--- src/rtl/scl_pkg.sv ---
package scl_pkg;
  localparam int ADDR_W = 16;

  localparam logic [ADDR_W-1:0] DEC_MASK    = 16'hE001;
  localparam logic [ADDR_W-1:0] A_CNT_LOAD  = 16'hC000;
  localparam logic [ADDR_W-1:0] A_LAT_LOAD  = 16'hC001;
  localparam logic [ADDR_W-1:0] A_RELOAD    = 16'hE000;
  localparam logic [ADDR_W-1:0] A_ENABLE    = 16'hE001;

  typedef enum logic [2:0] {
    OP_NONE     = 3'd0,
    OP_CNT_LOAD = 3'd1,
    OP_LAT_LOAD = 3'd2,
    OP_RELOAD   = 3'd3,
    OP_ENABLE   = 3'd4
  } scl_op_e;

  function automatic scl_op_e decode_op(input logic strobe, input logic [ADDR_W-1:0] addr);
    logic [ADDR_W-1:0] masked;
    masked = addr & DEC_MASK;
    if (!strobe)                  return OP_NONE;
    else if (masked == A_CNT_LOAD) return OP_CNT_LOAD;
    else if (masked == A_LAT_LOAD) return OP_LAT_LOAD;
    else if (masked == A_RELOAD)   return OP_RELOAD;
    else if (masked == A_ENABLE)   return OP_ENABLE;
    else                           return OP_NONE;
  endfunction
endpackage

--- src/rtl/scl_decode.sv ---
module scl_decode
  import scl_pkg::*;
(
  input  logic              wr_en,
  input  logic [ADDR_W-1:0] wr_addr,
  output scl_op_e           op
);
  always_comb op = decode_op(wr_en, wr_addr);
endmodule

--- src/rtl/scl_counter.sv ---
module scl_counter
  import scl_pkg::*;
#(
  parameter int CW = 10,
  parameter int DW = 8
) (
  input  logic                 clk,
  input  logic                 rst_n,
  input  scl_op_e              op,
  input  logic [DW-1:0]        wr_data,
  input  logic                 tick_ok,
  input  logic                 render_on,
  input  logic                 en_q,
  output logic signed [CW-1:0] cnt_q,
  output logic                 fire_evt,
  output logic                 dec_evt
);
  localparam logic signed [CW-1:0] CNT_MIN = {1'b1, {(CW-1){1'b0}}};
  localparam logic [CW-1:0]        ONE     = {{(CW-1){1'b0}}, 1'b1};

  logic [DW-1:0] lat_q;
  logic          nonpos;

  function automatic logic signed [CW-1:0] widen(input logic [DW-1:0] v);
    return signed'({{(CW-DW){1'b0}}, v});
  endfunction

  function automatic logic signed [CW-1:0] step_down(input logic signed [CW-1:0] c);
    return (c == CNT_MIN) ? c : signed'(c - ONE);
  endfunction

  assign nonpos   = cnt_q[CW-1] || (cnt_q == '0);
  assign fire_evt = tick_ok && en_q && nonpos;
  assign dec_evt  = tick_ok && !fire_evt && render_on;

  always_ff @(posedge clk) begin
    if (!rst_n) begin
      cnt_q <= '0;
      lat_q <= '0;
    end else begin
      if (op == OP_LAT_LOAD) lat_q <= wr_data;
      if (op == OP_CNT_LOAD)    cnt_q <= widen(wr_data);
      else if (op == OP_RELOAD) cnt_q <= widen(lat_q);
      else if (dec_evt)         cnt_q <= step_down(cnt_q);
    end
  end
endmodule

--- src/rtl/scl_irq_ctl.sv ---
module scl_irq_ctl
  import scl_pkg::*;
(
  input  logic    clk,
  input  logic    rst_n,
  input  scl_op_e op,
  input  logic    fire_evt,
  output logic    en_q,
  output logic    irq_q
);
  always_ff @(posedge clk) begin
    if (!rst_n) begin
      en_q  <= 1'b0;
      irq_q <= 1'b0;
    end else begin
      if (op == OP_RELOAD)      en_q <= 1'b0;
      else if (op == OP_ENABLE) en_q <= 1'b1;
      if (op == OP_RELOAD)      irq_q <= 1'b0;
      else if (fire_evt)        irq_q <= 1'b1;
    end
  end
endmodule

--- src/rtl/scanline_irq_counter.sv ---
module scanline_irq_counter
  import scl_pkg::*;
#(
  parameter int DW        = 8,
  parameter int LW        = 9,
  parameter int CW        = 10,
  parameter int LAST_LINE = 239
) (
  input  logic              clk,
  input  logic              rst_n,
  input  logic              wr_en,
  input  logic [ADDR_W-1:0] wr_addr,
  input  logic [DW-1:0]     wr_data,
  input  logic              line_tick,
  input  logic [LW-1:0]     line_num,
  input  logic              render_on,
  output logic              irq_out
);
  localparam logic [LW-1:0] LAST_L = LW'(LAST_LINE);

  scl_op_e               op;
  logic                  line_vis;
  logic                  tick_ok;
  logic signed [CW-1:0]  cnt_q;
  logic                  en_q;
  logic                  fire_evt;
  logic                  dec_evt;

  scl_decode u_dec (
    .wr_en   (wr_en),
    .wr_addr (wr_addr),
    .op      (op)
  );

  assign line_vis = line_num <= LAST_L;
  assign tick_ok  = line_tick && line_vis && (op == OP_NONE);

  scl_counter #(.CW(CW), .DW(DW)) u_cnt (
    .clk       (clk),
    .rst_n     (rst_n),
    .op        (op),
    .wr_data   (wr_data),
    .tick_ok   (tick_ok),
    .render_on (render_on),
    .en_q      (en_q),
    .cnt_q     (cnt_q),
    .fire_evt  (fire_evt),
    .dec_evt   (dec_evt)
  );

  scl_irq_ctl u_irq (
    .clk      (clk),
    .rst_n    (rst_n),
    .op       (op),
    .fire_evt (fire_evt),
    .en_q     (en_q),
    .irq_q    (irq_out)
  );
endmodule

--- config.mk ---
export PLATFORM = sky130hd
export DESIGN_NAME = scanline_irq_counter
export DESIGN_NICKNAME = d
export VERILOG_FILES = /design/src/rtl/scl_pkg.sv /design/src/rtl/scl_decode.sv /design/src/rtl/scl_counter.sv /design/src/rtl/scl_irq_ctl.sv /design/src/rtl/scanline_irq_counter.sv
export SDC_FILE = /design/constraint.sdc
export NUM_CORES = 1
export LEC_CHECK = 0
export BUFFER_PORTS_ARGS = -buffer_cell sky130_fd_sc_hd__buf_2
export CORE_ASPECT_RATIO = 1.5
export CORE_UTILIZATION = 50
export CTS_CLUSTER_SIZE = 40
export DETAILED_ROUTE_END_ITERATION = 10
export GPL_TIMING_DRIVEN = 0
export MAX_ROUTING_LAYER = met4
export PLACE_DENSITY = 0.85
export SKIP_LAST_GASP = 1
export SLEW_MARGIN = 15
export SYNTH_ARGS = -nofsm -noshare
export SYNTH_HDL_FRONTEND = slang
export SYNTH_SLANG_ARGS = --single-unit
--- constraint.sdc ---
create_clock -name clk -period 2.1 [get_ports clk]
set_input_delay 0.315 -clock clk [delete_from_list [all_inputs] [get_ports clk]]
set_output_delay 0.315 -clock clk [all_outputs]
set_load 0.01 [all_outputs]
# Yosys cells after proc, flatten, opt, wreduce, memory -nomap -nowiden
# Cells that the tools add are included.
[word_totals]
reg_bits = 20
latch_bits = 0
ramBits = 0
mem_bits_ro = 0
input_bits = 38
out_inout_bits = 1
wordCells = 43
memories = 0
[op_classes]
addsub = 1
mul = 0
div = 0
n_lt_le_gt_ge = 1
n_eq_ne = 10
n_shift = 0
muxes = 9
bitwise_logic = 2
reduce_logical = 15
[ops]
columns = ["cell", "count"]
rows = [
  ["$mux W8", 4],
  ["$eq A4 B4 Y1 const B", 4],
  ["$mux W3", 5],
  ["$eq A10 B10 Y1 const B", 1],
  ["$logic_not A10 Y1", 1],
  ["$sub A10 B1 Y10 const B", 1],
  ["$le A9 B8 Y1 const B", 1],
  ["$eq A3 B2 Y1 const B", 2],
  ["$logic_and A1 B1 Y1", 6],
  ["$reduce_and A2 Y1", 2],
  ["$eq A3 B1 Y1 const B", 1],
  ["$eq A3 B3 Y1 const B", 1],
  ["$logic_not A3 Y1", 1],
  ["$ne A3 B1 Y1 const B", 1],
  ["$reduce_bool A3 Y1", 1],
  ["$reduce_or A3 Y1", 1],
  ["$not A1 Y1", 2],
  ["$reduce_or A2 Y1", 1],
  ["$logic_not A1 Y1", 1],
  ["$logic_or A1 B1 Y1", 1],
]

# Longest topological paths before layout
# Gate-level depths: netlist of run 1.
[depth]
word_depth = 16
mapped_depth = 8
ltp_nobuf = 7

# By module
# Synthesis of run 1 repeated with hierarchy kept, for this count alone.
[hier_totals]
hier_cells = 133
hier_area_um2 = 1227.4
[by_module_without_submodules]
columns = ["mod", "instances", "cells_per_inst", "area_each_um2", "seq_area_each_um2"]
rows = [
  ["scl_counter", 1, 113, 1089.8, 360.3],
  ["scl_irq_ctl", 1, 10, 86.3, 40.0],
  ["scl_decode", 1, 6, 28.8, 0.0],
  ["scanline_irq_counter", 1, 4, 22.5, 0.0],
]

# Worst setup path after synthesis of run 1
# OpenSTA, ideal clock, no wires.
[synth_timing]
path_kind = "reg2reg"
start = "register u_cnt.cnt_q[0]"
end = "register u_cnt.cnt_q[3]"
setup_time_ns = 0.124
t_arrival_ns = 1.598
required_ns = 1.976
setup_slack_ns = 0.378
stages_incl_launch_ff = 9
path_buffers = 1
synth_period_minus_slack_ns = 1.722
cell_sequence = "dfxtp_1 > inv_1 > ha_1 > nor4b_2 > a21oi_2 > o211a_4 > or2_1 > buf_6 > mux2i_1"
[synth_via]
elab_chain_cells = 8
elab_cells_between_ends = 15
cone_classes = "add/sub: 1; eq/ne: 2; mux: 4; reduce/logical: 8"
[synth_lines]
columns = ["element", "line_no", "source"]
rows = [
  ["from (decl)", "scl_counter.sv:14", "output logic signed [CW-1:0] cnt_q,"],
  ["from (signal assigned)", "scl_counter.sv:42", "if (op == OP_CNT_LOAD) cnt_q <= widen(wr_data);"],
  ["from (signal assigned)", "scl_counter.sv:43", "else if (op == OP_RELOAD) cnt_q <= widen(lat_q);"],
  ["from (signal assigned)", "scl_counter.sv:44", "else if (dec_evt) cnt_q <= step_down(cnt_q);"],
  ["parallel branches: the longest is 8 deep, another holds $sub A10 B1 Y10", "--", ""],
]
# Several ways; the timed one is not identified. The select of a mux whose other input is x is not followed.
# A chain may end at the register's enable or synchronous reset.

# Worst setup path after layout of run 1
# Same ends and word-level chain as after synthesis.

==> impl_results.rst, run 1 <==
.. list-table::
   :header-rows: 1

   * - Metric
     - Value
   * - Layout Utilization
     - 0.621
   * - Required time of the critical path
     - 2.33 ns
   * - Leading cell types in the layout, fill and taps excluded
     - buf_2 (22), mux2i_1 (20), dfxtp_1 (20)
   * - Overall die height
     - 62.2 um
   * - Post-place setup slack
     - 0.214 ns
   * - Worst Path Max Fanout
     - 7
   * - Layout fillers
     - 198
   * - Layout overhead on the synthesized area
     - 16.1%
   * - Most common cell after layout, fill and taps aside
     - buf_2
   * - Slew Viols, Final
     - 0
   * - LEAKAGE
     - 0.561 nW
   * - Port Buffer Count
     - 21
   * - Final HPWL DP
     - 2140 um
   * - Power, Total
     - 0.992 mW
   * - Count of endpoints failing hold in the final timing report
     - 0
   * - Antenna violations before repair
     - 0
   * - Total congestion overflow
     - 0
   * - Number of iterations in the first detailed-routing pass
     - 4
   * - Max Freq
     - 0.531 GHz
   * - Clock edge transition at the registers on the reported setup and hold paths
     - 0.12 ns
   * - Synthesized Nets
     - 174
   * - Skew final
     - 0.00748 ns
   * - Clock latency on the worst-skew pair
     - 0.31 ns
   * - Min cycle time layout
     - 1.88 ns
   * - Multi-input combinational cell area
     - 759 um^2
   * - Per-cell via count in the routed design
     - 5.97
   * - Aggregate routed wire length
     - 2850 um
   * - Final setup margin
     - 0.216 ns
   * - Share of the clock period used by the worst path
     - 0.897
   * - Worst R2R Setup Slack
     - 0.22 ns
   * - Longest Clk Path Bufs
     - 2
   * - TritonCTS buffer count
     - 3
   * - Wire length of the first global-routing pass
     - 4930 um
   * - Synthesis warning total
     - 0
   * - Global placement routability congestion
     - 0.899
   * - CTS tree
     - yes
   * - GRT Total Usage
     - 0.245
   * - Synthesis-stage register bit count
     - 20
   * - Setup Viol. Count Final
     - 0
   * - Run status
     - finished, final reports clean
   * - Final routed DRC violation total
     - 0
   * - Depth of the worst register-to-register path
     - 8
   * - Setup repair after global routing missed its margin
     - no
   * - Average detailed-routed wire length per instance
     - 15.7 um
   * - Count of cell types in the netlist
     - 37
   * - Most area-consuming cells after synthesis
     - dfxtp_1 (33%), mux2i_1 (17%), nor2b_1 (5.7%), nand2_1 (5.0%), o211ai_1 (3.1%)
   * - Core Region
     - 2260 um^2
   * - Power per standard cell area
     - 707 nW/um^2
   * - Cell accounting for the most synthesized area
     - dfxtp_1
   * - CTS sink cnt
     - 20
   * - Num ports
     - 39
   * - Number of stages on the worst hold path
     - 3
   * - Proportion of synthesized chip area in sequential cells
     - 0.331
   * - Critical setup path kind
     - reg2reg
   * - Initial cell density of the core
     - 0.535
   * - Mapped cell area
     - 1210 um^2
   * - Count of maximum capacitance violations
     - 0
   * - Mean post-synth cell area
     - 9.02 um^2
   * - Largest net degree at the start of global routing
     - 13
   * - Slew at the pin closest to its max-slew limit
     - 0.635 ns
   * - Share of the synthesized area in the top cell type
     - 0.331
   * - Worst Hold Class
     - in2reg
   * - Type of origin of the critical path
     - flip-flop
   * - Via count
     - 1087
   * - Antenna Violating Nets Remaining
     - 0
   * - Peak VDD IR
     - 0.000436 V
   * - Fraction of final layout cells sized beyond drive strength 1
     - 0.208
   * - Worst EP arrival
     - 2.12 ns
   * - Sequential cell area in the final layout
     - 400 um^2
   * - Hold-fix buffers, CTS
     - 0
   * - Post-placement cell count
     - 178
   * - Aggregate negative setup slack
     - 0 ns
   * - Site row count
     - 21
   * - Count of nets after finishing
     - 200
   * - Post-synthesis instance total
     - 134
   * - Worst setup EP type
     - flip-flop
   * - Horizontal die dimension
     - 42.1 um
   * - Antenna cell count
     - 0
   * - Root Buffer
     - clkbuf_4
   * - Number of standard cells in the layout, taps in and fillers out
     - 182
   * - Slew Limit Headroom
     - 0.576
   * - Depth of the CTS H-tree
     - 1
   * - Via count of the first global-routing pass
     - 1088
   * - Die Outline Area
     - 2620 um^2
   * - Detailed router's first-iteration violation count
     - 33
==> per-stage QoR <==
step	hold WS [ns]	area, um^2
2_1_floorplan	0.437	1210
3_3_place_gp	0.453	1340
3_5_place_dp	0.470	1340
4_1_cts	0.278	1400
5_1_grt	0.308	1400
6_report	0.267	1400
==> metal layers <==
layer | global-route usage | vias to the layer above | wire length (um)
li1 | - | 527 | -
met1 | 0.276 | 518 | 1120
met2 | 0.434 | 33 | 1570
met3 | 0.0233 | 9 | 89
met4 | 0.102 | 0 | 71
met5 | - | - | 0
==> cells in the mapped netlist, drive strengths merged <==
master	n
a211oi	1
a21oi	3
a31oi	1
and4	1
buf	4
clkbuf	4
dfxtp	20
ha	2
inv	3
mux2	1
mux2i	20
nand2	16
nand2b	2
nand3	4
nand4	3
nand4b	1
nor2	5
nor2b	11
nor3	2
nor3b	1
nor4	3
nor4b	1
o2111ai	3
o211a	2
o211ai	5
o21ai	4
or2	1
or3	2
or4	1
xnor2	3
xor2	4
==> area by class of cell <==
class / instances / share of cell area
Inverter: 3 / 0.00802
Clock inverter: 1 / 0.0214
Buffer: 8 / 0.0330
Timing Repair Buffer: 21 / 0.0749
Multi-Input combinational cell: 103 / 0.541
Sequential cell: 20 / 0.285
Tap cell: 23 / 0.0205
Clock buffer: 3 / 0.0160
==> repair_timing <==
item                                    in CTS  in global routing
buffers inserted                             0                  0
endpoints found under the setup margin       0                  1
hold endpoints to repair                     0                  0
gates resized for setup                      0                  1
==> worst paths after layout <==
path / endpoint / from
worst max-delay path: u_cnt.cnt_q[3]$_SDFFE_PN0P_ / u_cnt.cnt_q[0]$_SDFFE_PN0P_
worst min-delay path: u_cnt.lat_q[5]$_SDFFE_PN0N_ / wr_data[5]
worst max register to register: u_cnt.cnt_q[3]$_SDFFE_PN0P_ / u_cnt.cnt_q[0]$_SDFFE_PN0P_
worst min register to register: u_cnt.cnt_q[1]$_SDFFE_PN0P_ / u_cnt.cnt_q[1]$_SDFFE_PN0P_
==> power by group <==
| part | internal, mW | total, mW | switching [mW] |
|---|---|---|---|
| Combinational | 0.122 | 0.252 | 0.130 |
| Sequential | 0.398 | 0.423 | 0.0246 |
| Clock | 0.193 | 0.317 | 0.124 |
==> critical path, cell delays in order (launching register included) <==
cell     delay [ns]
dfxtp_1        0.36
inv_1          0.10
ha_1           0.16
nor4b_4        0.26
nand3_1        0.20
o211a_4        0.20
or2_1          0.22
buf_6          0.15
mux2i_1        0.17
==> cell families (layout without fill, tap and decap cells) <==
family                     Yosys count  count (layout)  share of synthesized area
and+or+nand+nor                     54              54                      0.256
muxes                               21              21                      0.175
DFF                                 20              20                      0.331
AOI/OAI and AO/OA                   19              19                      0.119
buffers and inverters               11              36                     0.0476
xor gates and xnor gates             7               7                     0.0507
adders and majority gates            2               2                     0.0207
==> sequential cells by signal, summed over array words and instances (netlist names) <==
signal	cells
u_irq.en_q	1
u_irq.irq_q	1
u_cnt.lat_q	8
u_cnt.cnt_q	10
Power figures use the tool's default switching activity.
==> run 2, diff against run 1 <==
- ABC_AREA: unset -> 1
- PLACE_DENSITY: 0.85 -> 0.84
- SKIP_CTS_REPAIR_TIMING: unset -> 1
==> run 2 against run 1 <==
Sequential power shrank 3%. Clock power shrank 42%. Register-to-register slack gained 0.29 ns. First-iteration DRC count grew 18%. Flip-flop and latch count is the same. Global-route usage shrank 3.0 points. Highest routed layer unchanged.
==> impl_results.rst, run 2 <==
.. list-table::
   :header-rows: 1

   * - Metric
     - Value
   * - Required time of the critical path
     - 2.35 ns (+0.02 ns)
   * - Antenna cell count
     - 0 (unchanged)
   * - Clock edge transition at the registers on the reported setup and hold paths
     - 0.11 ns (about the same)
   * - WHS
     - 0.241 ns (-0.0259 ns)
   * - Synthesis-stage register bit count
     - 20 (unchanged)
   * - Slew Limit Headroom
     - 0.803 (+0.227)
   * - Max Freq
     - 0.625 GHz (+18%)
   * - Worst R2R Start
     - u_cnt.cnt_q[0]$_SDFFE_PN0P_
   * - Depth of the worst register-to-register path
     - 12 (+4)
   * - Clock latency on the worst-skew pair
     - 0.30 ns (about the same)
   * - TritonCTS buffer count
     - 3 (unchanged)
   * - Skew final
     - 0.00348 ns (-0.00400 ns)
   * - Critical setup path kind
     - reg2reg
   * - Count of maximum capacitance violations
     - 0 (unchanged)
   * - GRT Total Usage
     - 0.215 (-0.0300)
   * - Overall die height
     - 64.7 um (+4.0%)
   * - Worst EP arrival
     - 1.85 ns (-0.27 ns)
   * - List of most frequent post-synthesis cells
     - nand2_1 (51), nor2_1 (38), inv_1 (21)
   * - FF-to-FF End
     - u_cnt.cnt_q[7]$_SDFFE_PN0P_
   * - Global placement routability congestion
     - 0.808 (-10%)
   * - Mapped cell area
     - 1310 um^2 (+8.5%)
   * - Reg with most FFs
     - u_cnt.cnt_q
   * - Via count
     - 1242 (+14%)
   * - Portion of total power attributed to combinational logic
     - 0.298 (+0.044)
   * - Detailed router's first-iteration violation count
     - 39 (+18%)
   * - Cell breakdown of the critical path
     - inv_1 -> ha_1 -> nand2_1 -> nor2_1 -> nand2_1 -> nand2_1 -> nand2_2 -> nand3_4 -> nand2_4 -> inv_2 -> nor2_1 -> nor2_1
   * - Root Buffer
     - clkbuf_4
   * - Average detailed-routed wire length per instance
     - 10.4 um (-33%)
   * - Maximum single-stage delay on the critical path
     - 0.32 ns (-0.04 ns)
   * - Slew at the pin closest to its max-slew limit
     - 0.294 ns (-0.341 ns)
   * - Fraction of final layout cells sized beyond drive strength 1
     - 0.223 (+0.0157)
   * - Antenna Violating Nets Remaining
     - 0 (unchanged)
   * - CTS tree
     - yes
   * - Worst Hold Class
     - in2reg
   * - CTS sink cnt
     - 20 (unchanged)
   * - Mean post-synth cell area
     - 6.56 um^2 (-27%)
   * - Most area-consuming cells after synthesis
     - dfxtp_1 (31%), nand2_1 (15%), nor2_1 (11%), inv_1 (6.0%), o21ai_0 (5.7%)
   * - Count of nets after finishing
     - 266 (+33%)
   * - Leading cell types in the layout, fill and taps excluded
     - nand2_1 (51), nor2_1 (38), inv_1 (21), buf_2 (21), dfxtp_1 (20)
   * - Final HPWL DP
     - 2090 um (-2.5%)
   * - Flip-flop count of the largest register, all copies and words added
     - 10 (unchanged)
   * - Switching share of power
     - 0.334 (+0.0532)
   * - Count of endpoints failing hold in the final timing report
     - 0 (unchanged)
   * - Slew Viols, Final
     - 0 (unchanged)
   * - Top FF cell, synth
     - dfxtp_1
   * - Count of cell types in the netlist
     - 26 (-30%)
   * - Psw
     - 0.282 mW (+1.4%)
   * - Worst Path Max Fanout
     - 9 (+2)
   * - Via count of the first global-routing pass
     - 1138 (+4.6%)
   * - Number of enable-type register cells in the synthesized netlist
     - 0 (unchanged)
   * - Aggregate negative setup slack
     - 0 ns (unchanged)
   * - Longest Clk Path Bufs
     - 2 (unchanged)
   * - Initial cell density of the core
     - 0.529 (-0.00559)
   * - Synth async-reset ratio
     - 0 (unchanged)
   * - Cell with the largest stage delay on the worst path
     - dfxtp_1
   * - Num ports
     - 39 (unchanged)
   * - Total congestion overflow
     - 0 (unchanged)
   * - Power, Total
     - 0.846 mW (-15%)
   * - Peak VDD IR
     - 0.000505 V (+16%)
   * - Largest registers in the final layout
     - u_cnt.cnt_q (10), u_cnt.lat_q (8)
   * - Min cycle time layout
     - 1.60 ns (-0.285 ns)
   * - Sequential share of power
     - 0.483 (+0.057)
   * - Layout overhead on the synthesized area
     - 12.0%
   * - Depth of the CTS H-tree
     - 1 (unchanged)
   * - Hold path start
     - wr_data[0]
   * - Setup repair after global routing missed its margin
     - no
   * - Proportion of synthesized chip area in sequential cells
     - 0.305 (-0.0259)
   * - Core Region
     - 2480 um^2 (+9.6%)
   * - LEAKAGE
     - 0.761 nW (+36%)
   * - Synthesized Nets
     - 240 (+38%)
   * - Synthesis warning total
     - 0 (unchanged)
   * - Site row count
     - 22 (+4.8%)
   * - Most instantiated library cell after synthesis
     - nand2_1
   * - Most common cell after layout, fill and taps aside
     - nand2_1
   * - Share of the synthesized area in the top cell type
     - 0.305 (-0.0259)
   * - Horizontal die dimension
     - 43.8 um (+4.0%)
   * - Largest net degree at the start of global routing
     - 11 (-2)
   * - Die Outline Area
     - 2840 um^2 (+8.1%)
   * - Per-cell via count in the routed design
     - 5.01 (-16%)
   * - Worst R2R Setup Slack
     - 0.50 ns (+0.29 ns)
   * - Cell accounting for the most synthesized area
     - dfxtp_1
   * - End point of the most critical hold path
     - u_cnt.lat_q[0]$_SDFFE_PN0N_
   * - Port Buffer Count
     - 21 (unchanged)
   * - Number of stages on the worst hold path
     - 3 (unchanged)
   * - Share of the clock period used by the worst path
     - 0.761 (-0.136)
   * - Type of origin of the critical path
     - flip-flop
   * - Number of iterations in the first detailed-routing pass
     - 4 (unchanged)
   * - Post-synthesis instance total
     - 200 (+49%)
   * - Final routed DRC violation total
     - 0 (unchanged)
   * - Antenna violations before repair
     - 0 (unchanged)
   * - Worst setup EP type
     - flip-flop
   * - Clock power frac
     - 0.218 (-0.102)
   * - Run status
     - finished, final reports clean
   * - Aggregate routed wire length
     - 2590 um (-9.1%)
   * - Power per standard cell area
     - 576 nW/um^2 (-19%)
   * - Internal power
     - 0.563 mW (-21%)
   * - Wire length of the first global-routing pass
     - 4580 um (-7.1%)
   * - Setup Viol. Count Final
     - 0 (unchanged)
## run 2: cell types whose count changed in the layout (fill, tap and decap cells not counted), sizes merged, moves of 12 or more
cell,before,now
o21ai,4,16
inv,3,25
nand3,4,16
nand2,16,55
nor2,5,46
mux2i,20,0
## run 2: worst max-delay path by stage
stage	endpoint	slack, ns	start
finish	u_cnt.cnt_q[7]$_SDFFE_PN0P_	0.50	u_cnt.cnt_q[0]$_SDFFE_PN0P_
global route	u_cnt.cnt_q[7]$_SDFFE_PN0P_	0.37	u_cnt.cnt_q[0]$_SDFFE_PN0P_
CTS	u_cnt.cnt_q[7]$_SDFFE_PN0P_	0.51	u_cnt.cnt_q[0]$_SDFFE_PN0P_
detailed placement	u_cnt.cnt_q[7]$_SDFFE_PN0P_	0.54	u_cnt.cnt_q[0]$_SDFFE_PN0P_
global placement	u_cnt.cnt_q[3]$_SDFFE_PN0P_	0.60	u_cnt.cnt_q[0]$_SDFFE_PN0P_
floorplan	u_cnt.cnt_q[6]$_SDFFE_PN0P_	0.78	u_cnt.cnt_q[0]$_SDFFE_PN0P_
## run 2: critical path, delay by kind of cell (launching register included)
kind | cells | cell delay [ns]
buffers and inverters | 2 | 0.24
adder cells (fa/ha/maj) | 1 | 0.18
flip-flops | 1 | 0.32
AND/OR/NAND/NOR | 9 | 0.81
## run 2: layer usage
| layer | GRT usage | vias up | share of wire |
|---|---|---|---|
| li1 | - | 680 | - |
| met1 | 0.234 | 536 | 0.42 |
| met2 | 0.386 | 20 | 0.53 |
| met3 | 0.0251 | 6 | 0.022 |
| met4 | 0.0820 | 0 | 0.024 |
| met5 | - | - | 0 |
## run 2: power groups by stage
stage | sequential, mW | clock (mW) | combinational [mW]
6_report | 0.409 | 0.185 | 0.252
5_1_grt | 0.411 | 0.204 | 0.291
4_1_cts | 0.409 | 0.189 | 0.252
3_5_place_dp | 0.417 | 0 | 0.251
3_3_place_gp | 0.417 | 0 | 0.248
2_1_floorplan | 0.415 | 0 | 0.191
## run 2: cell type report
type / count / area, um^2
Timing Repair Buffer: 21 / 105
Fill cell: 248 / 1010
Inverter: 25 / 96.3
Tap cell: 24 / 30.0
Multi-Input combinational cell: 152 / 779
Sequential cell: 20 / 400
Buffer: 3 / 35.0
Clock buffer: 3 / 22.5
## run 2: per-stage QoR
| stage | setup slack (ns) | instance area (um^2) | util | std cells |
|---|---|---|---|---|
| 2_1_floorplan | 0.775 | 1310 | - | 200 |
| 3_3_place_gp | 0.604 | 1450 | 0.584 | 245 |
| 3_5_place_dp | 0.539 | 1450 | 0.584 | 245 |
| 4_1_cts | 0.511 | 1470 | 0.593 | 248 |
| 5_1_grt | 0.370 | 1470 | 0.593 | 248 |
| 6_report | 0.501 | 1470 | 0.593 | 248 |
## run 2: cells by family (layout without fill, tap and decap cells)
group	count (synthesis)	count (layout)	synth area share
buffers and inverters	28	52	0.100
xor gates and xnor gates	2	2	0.0134
adders and majority gates	2	2	0.0191
DFF	20	20	0.305
and+or+nand+nor	119	119	0.443
AOI/OAI and AO/OA	29	29	0.119
==> run 3, diff against run 2 <==
- clock period: 2.1 -> 1.7 ns (I/O delays scaled with it)
==> run 3 against run 2 <==
Final cell count grew 0.81%. Wire length grew 0.89%. Maximum frequency is 0.48% higher. Critical path depth stayed put. Die area unchanged. Via count grew 0.56%. Clock power grew 24%. Sequential share of layout area down 0.28 points. Critical endpoint unchanged.
==> impl_results.rst, run 3 (synthesis results as in run 2) <==
.. list-table::
   :header-rows: 1

   * - Metric
     - Value
   * - Clock edge transition at the registers on the reported setup and hold paths
     - 0.11 ns (about the same)
   * - Total congestion overflow
     - 0 (unchanged)
   * - Site row count
     - 22 (unchanged)
   * - GRT Total Usage
     - 0.215 (unchanged)
   * - Aggregate routed wire length
     - 2610 um (+0.89%)
   * - Longest Clk Path Bufs
     - 2 (unchanged)
   * - Worst R2R Start
     - u_cnt.cnt_q[0]$_SDFFE_PN0P_
   * - Antenna cell count
     - 0 (unchanged)
   * - End point of the most critical hold path
     - u_cnt.lat_q[0]$_SDFFE_PN0N_
   * - Number of stages on the worst hold path
     - 3 (unchanged)
   * - Run status
     - finished, final reports clean
   * - Depth of the CTS H-tree
     - 1 (unchanged)
   * - Fraction of final layout cells sized beyond drive strength 1
     - 0.230 (+0.00687)
   * - Worst EP arrival
     - 1.80 ns (-0.05 ns)
   * - Average detailed-routed wire length per instance
     - 10.5 um (about the same)
   * - Antenna violations before repair
     - 0 (unchanged)
   * - Skew final
     - 0.00147 ns (-0.00201 ns)
   * - Reg with most FFs
     - u_cnt.cnt_q
   * - Core Region
     - 2480 um^2 (unchanged)
   * - Hold path start
     - wr_data[0]
   * - Layout overhead on the synthesized area
     - 13.2%
   * - TritonCTS buffer count
     - 3 (unchanged)
   * - Leading cell types in the layout, fill and taps excluded
     - nand2_1 (51), nor2_1 (38), inv_1 (21), buf_2 (21), dfxtp_1 (20)
   * - Min cycle time layout
     - 1.59 ns (-0.00758 ns)
   * - Max Freq
     - 0.628 GHz (+0.48%)
   * - FF-to-FF End
     - u_cnt.cnt_q[7]$_SDFFE_PN0P_
   * - Layout fillers
     - 245 (-1.2%)
   * - Count of maximum capacitance violations
     - 0 (unchanged)
   * - Aggregate negative setup slack
     - 0 ns (unchanged)
   * - Most common cell after layout, fill and taps aside
     - nand2_1
   * - Via count
     - 1249 (+0.56%)
   * - Worst setup EP type
     - flip-flop
   * - Flip-flop count of the largest register, all copies and words added
     - 10 (unchanged)
   * - Layout Utilization
     - 0.599 (+0.00606)
   * - Slew Limit Headroom
     - 0.803 (about the same)
   * - Number of iterations in the first detailed-routing pass
     - 4 (unchanged)
   * - Antenna Violating Nets Remaining
     - 0 (unchanged)
   * - Share of the clock period used by the worst path
     - 0.936 (+0.175)
   * - Slew at the pin closest to its max-slew limit
     - 0.294 ns (+0.0000468 ns)
   * - Setup Viol. Count Final
     - 0 (unchanged)
   * - Horizontal die dimension
     - 43.8 um (unchanged)
   * - Depth of the worst register-to-register path
     - 12 (unchanged)
   * - Worst Path Max Fanout
     - 6 (-3)
   * - Num ports
     - 39 (unchanged)
   * - Via count of the first global-routing pass
     - 1138 (unchanged)
   * - Root Buffer
     - clkbuf_4
   * - Final routed DRC violation total
     - 0 (unchanged)
   * - Count of nets after finishing
     - 268 (+0.75%)
   * - Largest net degree at the start of global routing
     - 11 (unchanged)
   * - Final HPWL DP
     - 2090 um (unchanged)
   * - Port Buffer Count
     - 21 (unchanged)
   * - CTS sink cnt
     - 20 (unchanged)
   * - Required time of the critical path
     - 1.91 ns (-0.44 ns)
   * - Worst Hold Class
     - in2reg
   * - Clock latency on the worst-skew pair
     - 0.30 ns (about the same)
   * - Global placement routability congestion
     - 0.808 (unchanged)
   * - Peak VDD IR
     - 0.000629 V (+25%)
   * - Detailed router's first-iteration violation count
     - 40 (+2.6%)
   * - Die Outline Area
     - 2840 um^2 (unchanged)
   * - Count of endpoints failing hold in the final timing report
     - 0 (unchanged)
   * - Critical setup path kind
     - reg2reg
   * - LEAKAGE
     - 0.769 nW (+1.1%)
   * - Per-cell via count in the routed design
     - 5.00 (-0.24%)
   * - Overall die height
     - 64.7 um (unchanged)
   * - Initial cell density of the core
     - 0.529 (unchanged)
   * - Largest registers in the final layout
     - u_cnt.cnt_q (10), u_cnt.lat_q (8)
   * - Wire length of the first global-routing pass
     - 4580 um (unchanged)
   * - Slew Viols, Final
     - 0 (unchanged)
   * - Type of origin of the critical path
     - flip-flop
   * - Worst R2R Setup Slack
     - 0.11 ns (-0.39 ns)
   * - Power per standard cell area
     - 708 nW/um^2 (+23%)
   * - CTS tree
     - yes
==> run 3: changes by cell type in the layout (fill, tap and decap cells not counted), sizes merged <==
cell	before	now
buf	22	24
==> run 3: worst max-delay path by stage <==
stage / startpoint / to / slack, ns / cells after the start
2_1_floorplan: u_cnt.cnt_q[0]$_SDFFE_PN0P_ / u_cnt.cnt_q[6]$_SDFFE_PN0P_ / 0.38 / 11
3_3_place_gp: u_cnt.cnt_q[0]$_SDFFE_PN0P_ / u_cnt.cnt_q[3]$_SDFFE_PN0P_ / 0.20 / 12
3_5_place_dp: u_cnt.cnt_q[0]$_SDFFE_PN0P_ / u_cnt.cnt_q[7]$_SDFFE_PN0P_ / 0.14 / 12
4_1_cts: u_cnt.cnt_q[0]$_SDFFE_PN0P_ / u_cnt.cnt_q[7]$_SDFFE_PN0P_ / 0.11 / 12
5_1_grt: u_cnt.cnt_q[0]$_SDFFE_PN0P_ / u_cnt.cnt_q[7]$_SDFFE_PN0P_ / -0.0006 / 12
6_report: u_cnt.cnt_q[0]$_SDFFE_PN0P_ / u_cnt.cnt_q[7]$_SDFFE_PN0P_ / 0.11 / 12
==> run 3: critical path: stages (launching register included) <==
cell     delay (ns)
dfxtp_1        0.32
inv_1          0.12
ha_1           0.18
nand2_1        0.06
nor2_1         0.17
nand2_1        0.07
nand2_1        0.07
nand2_2        0.07
nand3_4        0.13
buf_4          0.14
nand3_1        0.06
nand2_1        0.07
nor2_1         0.05
==> run 3: power breakdown <==
group	internal (mW)	switching (mW)	total (mW)
Sequential	0.491	0.0143	0.505
Combinational	0.125	0.191	0.316
Clock	0.0828	0.147	0.230
==> run 3: final cells by class <==
cell class                      instances  area [um^2]  share of cell area
Inverter                               25         96.3              0.0649
Buffer                                  3         35.0              0.0236
Sequential cell                        20          400               0.270
Tap cell                               24         30.0              0.0202
Timing Repair Buffer                   23          120              0.0809
Multi-Input combinational cell        152          779               0.525
Clock buffer                            3         22.5              0.0152
==> run 3: per-stage QoR <==
stage                     instance area, um^2  total power, mW  instances  hold slack (ns)  setup WS (ns)
after floorplan                          1310            0.749        200            0.390          0.375
after global placement                   1450            0.821        245            0.432          0.204
after detailed placement                 1450            0.826        245            0.441          0.139
after CTS                                1470             1.05        248            0.181          0.111
after global routing                     1480             1.12        250            0.193      -0.000574
final                                    1480             1.05        250            0.179          0.109
==> run 3: metal layers <==
metal	routed length [um]	GRT usage	share of wire
met4	61	0.0820	0.023
met2	1390	0.386	0.53
met5	0	-	0
met3	55	0.0251	0.021
met1	1100	0.234	0.42
